### src/rtl/xw_pkg.sv
package xw_pkg;
  // Walk controller states.
  typedef enum logic [1:0] {
    ST_IDLE  = 2'd0,
    ST_ISSUE = 2'd1,
    ST_WAIT  = 2'd2,
    ST_DONE  = 2'd3
  } walk_st_e;

  // Level codes, also reported on done_level.
  localparam logic [1:0] LV_PTR = 2'd0;
  localparam logic [1:0] LV_DIR = 2'd1;
  localparam logic [1:0] LV_TBL = 2'd2;
endpackage

### src/rtl/xw_index_sel.sv
module xw_index_sel #(
  parameter int LIN_W      = 32,
  parameter int PHYS_W     = 36,
  parameter int TOP_IDX_W  = 2,
  parameter int MID_IDX_W  = 9,
  parameter int LEAF_IDX_W = 9,
  parameter int OFS_W      = 12,
  parameter int ENT_SHIFT  = 3
) (
  input  logic [LIN_W-1:0]  lin,
  input  logic [1:0]        level,
  input  logic [PHYS_W-1:0] base,
  output logic [PHYS_W-1:0] slot_addr
);
  import xw_pkg::*;

  localparam int IDX_W = (MID_IDX_W > LEAF_IDX_W) ? MID_IDX_W : LEAF_IDX_W;
  localparam int MID_LSB = OFS_W + LEAF_IDX_W;

  // Table base plus index scaled by entry size.
  function automatic logic [PHYS_W-1:0] slot_of(input logic [PHYS_W-1:0] b,
                                                 input logic [IDX_W-1:0] idx);
    return b + (PHYS_W'(idx) << ENT_SHIFT);
  endfunction

  logic [IDX_W-1:0] idx_sel;

  always_comb begin
    case (level)
      LV_PTR:  idx_sel = IDX_W'(lin[LIN_W-1 -: TOP_IDX_W]);
      LV_DIR:  idx_sel = IDX_W'(lin[MID_LSB +: MID_IDX_W]);
      default: idx_sel = IDX_W'(lin[OFS_W +: LEAF_IDX_W]);
    endcase
  end

  assign slot_addr = slot_of(base, idx_sel);

  logic unused_lo;
  assign unused_lo = ^lin[OFS_W-1:0];
endmodule

### src/rtl/xw_entry_dec.sv
module xw_entry_dec #(
  parameter int LIN_W       = 32,
  parameter int PHYS_W      = 36,
  parameter int ENT_W       = 64,
  parameter int OFS_W       = 12,
  parameter int LEAF_IDX_W  = 9,
  parameter int PRESENT_BIT = 0,
  parameter int LARGE_BIT   = 7
) (
  input  logic [ENT_W-1:0]  entry,
  input  logic [LIN_W-1:0]  lin,
  input  logic [1:0]        level,
  output logic              present,
  output logic              is_final,
  output logic [PHYS_W-1:0] next_base,
  output logic [PHYS_W-1:0] phys
);
  import xw_pkg::*;

  localparam int BIG_OFS_W = OFS_W + LEAF_IDX_W;

  function automatic logic [PHYS_W-1:0] small_page(input logic [ENT_W-1:0] e,
                                                   input logic [LIN_W-1:0] a);
    return {e[PHYS_W-1:OFS_W], a[OFS_W-1:0]};
  endfunction

  function automatic logic [PHYS_W-1:0] big_page(input logic [ENT_W-1:0] e,
                                                 input logic [LIN_W-1:0] a);
    return {e[PHYS_W-1:BIG_OFS_W], a[BIG_OFS_W-1:0]};
  endfunction

  logic big_hit;

  assign present   = entry[PRESENT_BIT];
  assign big_hit   = (level == LV_DIR) && entry[LARGE_BIT];
  assign is_final  = big_hit || (level == LV_TBL);
  assign next_base = {entry[PHYS_W-1:OFS_W], OFS_W'(0)};
  assign phys      = big_hit ? big_page(entry, lin) : small_page(entry, lin);

  logic unused_bits;
  assign unused_bits = ^{entry[ENT_W-1:PHYS_W], entry[OFS_W-1:0]};
endmodule

### src/rtl/xlat_walker3.sv
module xlat_walker3 #(
  parameter int LIN_W        = 32,
  parameter int PHYS_W       = 36,
  parameter int ENT_W        = 64,
  parameter int TOP_IDX_W    = 2,
  parameter int MID_IDX_W    = 9,
  parameter int LEAF_IDX_W   = 9,
  parameter int OFS_W        = 12,
  parameter int ROOT_ALIGN_W = 5,
  parameter int PRESENT_BIT  = 0,
  parameter int LARGE_BIT    = 7
) (
  input  logic              clk,
  input  logic              rst_n,
  input  logic              cfg_root_we,
  input  logic [PHYS_W-1:0] cfg_root_data,
  input  logic              req_valid,
  output logic              req_ready,
  input  logic [LIN_W-1:0]  req_lin,
  output logic              mem_req_valid,
  input  logic              mem_req_ready,
  output logic [PHYS_W-1:0] mem_req_addr,
  input  logic              mem_rsp_valid,
  input  logic [ENT_W-1:0]  mem_rsp_data,
  output logic              done_valid,
  output logic              done_fault,
  output logic [1:0]        done_level,
  output logic [PHYS_W-1:0] done_phys
);
  import xw_pkg::*;

  localparam int ENT_SHIFT = $clog2(ENT_W / 8);

  walk_st_e          st_q;
  logic [1:0]        lvl_q;
  logic [LIN_W-1:0]  lin_q;
  logic [PHYS_W-1:0] base_q;
  logic [PHYS_W-1:0] root_q;
  logic              res_fault_q;
  logic [1:0]        res_level_q;
  logic [PHYS_W-1:0] res_phys_q;

  // Named internal events, observed by the bound checker.
  logic accept_w;
  logic rsp_take_w;
  logic walk_end_w;

  logic              ent_present;
  logic              ent_final;
  logic [PHYS_W-1:0] ent_next_base;
  logic [PHYS_W-1:0] ent_phys;
  logic [PHYS_W-1:0] slot_addr;

  xw_index_sel #(
    .LIN_W(LIN_W), .PHYS_W(PHYS_W), .TOP_IDX_W(TOP_IDX_W),
    .MID_IDX_W(MID_IDX_W), .LEAF_IDX_W(LEAF_IDX_W), .OFS_W(OFS_W),
    .ENT_SHIFT(ENT_SHIFT)
  ) u_idx (
    .lin(lin_q), .level(lvl_q), .base(base_q), .slot_addr(slot_addr)
  );

  xw_entry_dec #(
    .LIN_W(LIN_W), .PHYS_W(PHYS_W), .ENT_W(ENT_W), .OFS_W(OFS_W),
    .LEAF_IDX_W(LEAF_IDX_W), .PRESENT_BIT(PRESENT_BIT), .LARGE_BIT(LARGE_BIT)
  ) u_dec (
    .entry(mem_rsp_data), .lin(lin_q), .level(lvl_q),
    .present(ent_present), .is_final(ent_final),
    .next_base(ent_next_base), .phys(ent_phys)
  );

  assign req_ready     = (st_q == ST_IDLE);
  assign accept_w      = req_valid && req_ready;
  assign rsp_take_w    = (st_q == ST_WAIT) && mem_rsp_valid;
  assign walk_end_w    = rsp_take_w && (!ent_present || ent_final);
  assign mem_req_valid = (st_q == ST_ISSUE);
  assign mem_req_addr  = slot_addr;
  assign done_valid    = (st_q == ST_DONE);
  assign done_fault    = res_fault_q;
  assign done_level    = res_level_q;
  assign done_phys     = res_phys_q;

  // Top-table base register, stored already aligned.
  always_ff @(posedge clk or negedge rst_n) begin
    if (!rst_n) begin
      root_q <= '0;
    end else if (cfg_root_we) begin
      root_q <= {cfg_root_data[PHYS_W-1:ROOT_ALIGN_W], ROOT_ALIGN_W'(0)};
    end
  end

  always_ff @(posedge clk or negedge rst_n) begin
    if (!rst_n) begin
      st_q        <= ST_IDLE;
      lvl_q       <= LV_PTR;
      lin_q       <= '0;
      base_q      <= '0;
      res_fault_q <= 1'b0;
      res_level_q <= LV_PTR;
      res_phys_q  <= '0;
    end else begin
      case (st_q)
        ST_IDLE: begin
          if (accept_w) begin
            lin_q  <= req_lin;
            base_q <= root_q;
            lvl_q  <= LV_PTR;
            st_q   <= ST_ISSUE;
          end
        end
        ST_ISSUE: begin
          if (mem_req_ready) st_q <= ST_WAIT;
        end
        ST_WAIT: begin
          if (walk_end_w) begin
            res_fault_q <= !ent_present;
            res_level_q <= lvl_q;
            res_phys_q  <= ent_present ? ent_phys : '0;
            st_q        <= ST_DONE;
          end else if (rsp_take_w) begin
            base_q <= ent_next_base;
            lvl_q  <= lvl_q + 2'd1;
            st_q   <= ST_ISSUE;
          end
        end
        default: st_q <= ST_IDLE;
      endcase
    end
  end

  logic unused_root;
  assign unused_root = ^cfg_root_data[ROOT_ALIGN_W-1:0];
endmodule

### config.mk
export PLATFORM = sky130hd
export DESIGN_NAME = xlat_walker3
export DESIGN_NICKNAME = d
export VERILOG_FILES = /design/src/rtl/xw_pkg.sv /design/src/rtl/xw_index_sel.sv /design/src/rtl/xw_entry_dec.sv /design/src/rtl/xlat_walker3.sv
export SDC_FILE = /design/constraint.sdc
export NUM_CORES = 1
export LEC_CHECK = 0
export BUFFER_PORTS_ARGS = -buffer_cell sky130_fd_sc_hd__buf_2
export CAP_MARGIN = 0
export CORE_AREA = 2 2 112 114
export DETAILED_ROUTE_END_ITERATION = 6
export DIE_AREA = 0 0 114 116
export PLACE_DENSITY = 0.85
export SYNTH_ARGS = -nofsm -noshare
export SYNTH_HDL_FRONTEND = slang
export SYNTH_SLANG_ARGS = --single-unit
### constraint.sdc
create_clock -name clk -period 4.7 [get_ports clk]
set_input_delay 0.47 -clock clk [delete_from_list [all_inputs] [get_ports clk]]
set_output_delay 0.47 -clock clk [all_outputs]
set_load 0.02 [all_outputs]
# Word level (Yosys, flattened, before mapping)
# Index checks and enable logic that the tools add are counted.
# Widths: inputs -> output; s select.
dict set report classes {
  n_reduce_logical 14
  eq_ne 10
  add_sub_neg 2
  n_lt_le_gt_ge 0
  shifts 0
  n_mul 0
  bitwise 0
  n_mux 16
  div_mod_pow 0
}
# operator count
set op_table {}
lappend op_table {{$mux 36} 4}
lappend op_table {{$pmux 36 s2} 1}
lappend op_table {{$add 36x12->36} 1}
lappend op_table {{$mux 21} 1}
lappend op_table {{$pmux 9 s2} 1}
lappend op_table {{$mux 2} 7}
lappend op_table {{$eq 2x2->1 const B} 3}
lappend op_table {{$pmux 2 s3} 1}
lappend op_table {{$eq 2x1->1 const B} 2}
lappend op_table {{$logic_and 1x1->1} 4}
lappend op_table {{$logic_not 2->1} 2}
lappend op_table {{$ne 2x1->1 const B} 2}
lappend op_table {{$ne 2x2->1 const B} 2}
lappend op_table {{$pmux 2 s2} 1}
lappend op_table {{$reduce_and 2->1} 2}
lappend op_table {{$reduce_and 4->1} 1}
lappend op_table {{$ne 3x3->1 const B} 1}
lappend op_table {{$reduce_and 3->1} 1}
lappend op_table {{$add 2x1->2 const B} 1}
lappend op_table {{$logic_or 1x1->1} 2}
lappend op_table {{$reduce_bool 2->1} 1}
lappend op_table {{$logic_not 1->1} 1}
dict set report word_totals {
  ram_bits 0
  romBits 0
  ff_bits 142
  latch_bits 0
  memories 0
  word_cells 50
}

# Depth between registers and ports, before layout
dict set report depth {
  word_depth 7
  depth_mapped 14
}

# By module
# From an unflattened synthesis, not the netlist that was laid out.
dict set report hier_totals {
  hier_cells 665
  hier_area_um2 7842.5
}
# mod cells_each instances area_per_inst_um2
set by_module_without_submodules {}
lappend by_module_without_submodules {xlat_walker3 434 1 6065.8}
lappend by_module_without_submodules {xw_index_sel 153 1 1117.3}
lappend by_module_without_submodules {xw_entry_dec 78 1 659.4}

# Least setup slack after synthesis
# No wires, ideal clock.
dict set report synth_path {
  path_kind {register to output}
  from {reg lvl_q[1]}
  to {out mem_req_addr[25]}
  path_slack_ns 1.225
  t_arrival_ns 3.005
  path_stages_with_launch 15
  path_buffers 2
  required_time_ns 4.230
  cell_sequence {dfrtp_1 > inv_1 > ha_1 > clkbuf_1 > nand2_1 > o21ai_0 > ha_1 > inv_1 > fa_1 > nand2b_1 > a21oi_1 > o22ai_1 > clkbuf_1 > nor3b_1 > xor2_1}
}
dict set report synth_between {
  elab_chain_cells 3
  elab_cells_between_ends 4
}
# element line
set synth_lines {}
lappend synth_lines {{start, declared} xlat_walker3.sv:35} ;# logic [1:0] lvl_q;
lappend synth_lines {{start signal, assigned} xlat_walker3.sv:121} ;# lvl_q <= lvl_q + 2'd1;
lappend synth_lines {{$eq 2x1->1 or $logic_not 2->1 (tied branches)} xw_index_sel.sv:29} ;# case (level)
lappend synth_lines {{$pmux 9 s2 (*)} xw_index_sel.sv:29}
lappend synth_lines {{$add 36x12->36 (*)} xw_index_sel.sv:23} ;# return b + (PHYS_W'(idx) << ENT_SHIFT);
lappend synth_lines {{end, declared} xlat_walker3.sv:22} ;# output logic [PHYS_W-1:0] mem_req_addr,
# Mark *: on every way between the ends. The rest lies on a longest branch, timed or not.

# Worst setup path in the final report
dict set report layout_path {
  from {reg lvl_q[1]}
  to {out mem_req_addr[33]}
}
# The elaborated chain is that of the path after synthesis.

==> reports/results.md <==
| Group | Metric | Value |
| --- | --- | --- |
| run status | Status | finished clean |
| placed design | Worst Setup Slack post-DPL | 851 ps |
| pwr | Proportion of total power due to net switching | 0.371 |
| pwr | PD cells | 673 mW/mm^2 |
| setup path | Endpoint of the lowest-slack register-to-register path | base_q[13]$_DFFE_PN0P_ |
| drt | Mean routed wirelength per cell | 17.2 um |
| synth | Post-synthesis xor/xnor area fraction | 0.0391 |
| synth | Netlist area before placement | 0.00649 mm^2 |
| die | Die Outline Area | 0.0132 mm^2 |
| setup path | Biggest fanout along the worst timing path | 14 |
| synth | Post-synth EDFFs | 0 |
| job | Max capacitance violation total | 0 |
| clock tree | Number of clock sinks seen by CTS | 137 |
| global route | Antenna violations before repair | 0 |
| timing | Setup Total Neg Slack | 0 ps |
| pwr | Power Internal | 3.40 mW |
| die | Area inside the core boundary | 0.0119 mm^2 |
| finish | Area growth from synthesis to final layout | 23.8% |
| drt | ANT nets after route | 0 |
| timing | Number of failing setup endpoints in the final timing report | 0 |
| synth | Combinational family with the most area after synthesis | multiplexers |
| synth | Total number of yosys warnings | 0 |
| finish | Diode count | 0 |
| synth | Area share of fa/ha/maj cells after synthesis | 0.0224 |
| synth | Synthesized-area fraction occupied by ao, oa, aoi and oai cells | 0.0913 |
| timing | Final WS setup | 425 ps |
| clock tree | Number of buffers added by the clock tree synthesis step | 17 |
| synth | Count leader, synth | dfrtp_1 |
| clock tree | # Post-CTS Setup Buffers | 0 |
| timing | Worst slew slack as a fraction of its limit | 0.302 |
| global route | Global-route usage over all layers | 0.245 |
| setup path | Worst setup EP type | primary output |
| drt | 1st-pass router iterations | 6 |
| clock tree | Reg clk slew, reported paths | 60 ps |
| drt | Total number of vias | 4986 |
| pwr | Seq pwr share | 0.358 |
| setup path | Kind of launch point of the worst setup path | register |
| synth | Post-synthesis mux area share | 0.150 |
| timing | Minimum clock period after layout | 4270 ps |
| synth | Async S/R FF share, synth | 1.00 |
| drt | Number of design rule violations left after detail routing | 0 |
| pwr | IR drop worst, VDD | 0.299 mV |
| pwr | Overall power consumption | 5.41 mW |
| synth | Most frequent cells after synthesis | dfrtp_1 (137), nand2_1 (120), mux2_2 (64) |
| setup path | Worst setup path end | mem_req_addr[33] |
| pwr | NetSw | 2.01 mW |
| setup path | Startpoint of the worst-slack reg-to-reg timing path | lvl_q[1]$_DFFE_PN0P_ |
| global route | Leftover overflow at the end of global routing | 0 |
| min path | Hold Crit Class | primary input to asynchronous set/reset pin |
| synth | Fraction of synthesized cell area taken by the top area cell type | 0.528 |
| global route | Global-route wire length before repair | 24800 um |
| clock tree | Clock latency at the later pin of the worst-skew pair | 420 ps |
| setup path | Reg2Reg Depth | 9 |
| setup path | Internal reg-to-reg setup slack | 1640 ps |
| timing | Final Skew | 10.9 ps |
| synth | Synthesized area divided by synthesized cell count | 10.7 um^2 |
| die | Number of ports placed on the die boundary | 216 |
| finish | Area used by multi-input combinational logic | 0.00285 mm^2 |
| finish | Fin area | 0.00804 mm^2 |
| timing | Final worst-path cycle share | 0.909 |
| finish | FILL cells | 925 |
| setup path | Source of the critical timing path | lvl_q[1]$_DFFE_PN0P_ |
| clock tree | Maximum clock path buffer count | 2 |
| drt | Post-detailed-routing wire length | 15800 um |
| placed design | Cell area after placement | 0.00737 mm^2 |
| synth | Main area contributors after synthesis | dfrtp_1 (53%), mux2_2 (11%), nand2_1 (6.9%) |
| placed design | Final GP Congestion | 0.867 |
| clock tree | CTS H-tree lvls | 4 |
| setup path | Worst Setup Path Type | register to primary output |
| global route | Vias in the first global route | 4984 |
| setup path | Critical path data arrival time | 3800 ps |
| synth | Count of mapped cells out of synthesis | 605 |
| drt | Drt first-iter violations | 311 |
| timing | Least-Margin Pin Slew | 1050 ps |
| pwr | Reported leakage power | 3.93 nW |
| die | Effective utilization at floorplan | 0.545 |
| clock tree | Resize count post-CTS | 0 |
| pwr | Portion of total power attributed to the clock network | 0.276 |
| finish | Sequential standard cell area | 0.00343 mm^2 |
| timing | Fin. max-slew vios | 0 |
| finish | Number of nets in the layout | 907 |
| global route | Largest net degree at the start of global routing | 99 |
| die | Die Width | 114 um |
| placed design | Detail Placement HPWL | 11600 um |
| synth | Share of the yosys chip area belonging to registers | 0.528 |
| pwr | Combinational group share of total power | 0.366 |
| die | Height of the chip | 116 um |
| drt | Via-per-instance ratio | 5.43 |
| die | Placement row count | 40 |
| synth | Unique masters post-synth | 43 |
| placed design | Number of placed instances with taps included | 886 |
| timing | Maximum clock frequency | 234 MHz |
| synth | Post-synthesis simple-gate area fraction | 0.130 |
| timing | RSZ-0062 raised after global routing | false |
| setup path | Endpoint required time on the critical path | 4230 ps |
| synth | Synthesized flop and latch total | 137 |
| synth | Cell taking the most area after synthesis | dfrtp_1 |
| finish | Share of post-route cells with drive strength above 1 | 0.362 |
| timing | Hold violation total from the final report | 0 |
| clock tree | TritonCTS clock tree | built |
| finish | Final cell count without fillers | 918 |
| clock tree | CTS root buf | clkbuf_16 |
| clock tree | Cts-stage hold buffer count | 0 |
| synth | Top_reg_cell synth | dfrtp_1 |
| placed design | Input/output buffers | 169 |
-- cell type report --
cell class                      instances  area share
Clock buffer                           21      0.0598
Sequential cell                       137       0.427
Inverter                                7     0.00327
Clock inverter                         11      0.0237
Timing Repair Buffer                  173       0.110
Multi-Input combinational cell        422       0.354
Tap cell                              147      0.0229
-- how the worst min path moves through the flow --
stage	startpoint	endpoint	slack, ps
2_1_floorplan	rst_n	base_q[10]$_DFFE_PN0P_	170
3_3_place_gp	done_phys[25]$_DFFE_PN0P_	done_phys[25]$_DFFE_PN0P_	460
3_5_place_dp	base_q[9]$_DFFE_PN0P_	base_q[9]$_DFFE_PN0P_	460
4_1_cts	rst_n	base_q[6]$_DFFE_PN0P_	180
5_1_grt	rst_n	base_q[6]$_DFFE_PN0P_	210
6_report	rst_n	base_q[6]$_DFFE_PN0P_	130
-- power by group through the flow --
| stage | logic [mW] | registers (mW) | clock network, mW |
|---|---|---|---|
| floorplan | 1.29 | 1.99 | 0 |
| global placement | 1.93 | 1.91 | 0 |
| detailed placement | 1.99 | 1.95 | 0 |
| CTS | 2.00 | 1.93 | 1.51 |
| global route | 2.16 | 1.99 | 1.56 |
| finish | 1.98 | 1.94 | 1.49 |
-- per-stage QoR --
stage | utilization | hold WS [ps]
final | 0.675 | 133
after global routing | 0.675 | 214
after CTS | 0.675 | 184
after detailed placement | 0.618 | 464
after global placement | 0.618 | 461
after floorplan | - | 174
-- state kept, by name (all words and copies together), names as in the netlist --
name        flops
st_q            2
lin_q          32
done_fault      1
base_q         31
done_level      2
done_phys      36
root_q         31
lvl_q           2
-- placed cells by master, fill, tap and decap left out, drive strengths merged, types with 6 or more instances in the layout --
cell type,netlist,routed
nand2b,8,8
mux2,64,64
nor2,10,10
mux2i,25,25
ha,10,10
nand2,121,121
a22o,13,13
xor2,13,13
inv,7,8
a21oi,14,14
buf,29,173
nand4,6,6
clkbuf,12,21
dfrtp,137,137
nand3,25,25
xnor2,16,16
o21ai,60,60
-- kinds of logic after synthesis --
logic type | after synthesis
compound gates | 100
other cells | 1
simple gates | 190
xor+xnor | 29
fa+ha+maj | 11
mux | 89
flops | 137
buf+inv | 48
-- worst max-delay path: stages, from the launching register on --
cell	delay (ps)
dfrtp_1	340
inv_1	100
ha_1	360
nor2_1	360
a22o_1	290
inv_1	90
fa_1	430
nand2b_1	180
a21oi_1	220
o22ai_1	340
nor3_1	320
xor2_1	190
buf_2	190
-- layer usage --
| layer | routed length (um) | part of all wire | vias up | global-route usage |
|---|---|---|---|---|
| li1 | - | - | 2386 | - |
| met1 | 6720 | 0.42 | 2418 | 0.315 |
| met2 | 7850 | 0.50 | 157 | 0.401 |
| met3 | 865 | 0.055 | 25 | 0.0638 |
| met4 | 386 | 0.024 | 0 | 0.0976 |
| met5 | 0 | 0 | - | 0 |
No activity file was read; power rests on OpenSTA's default activity.
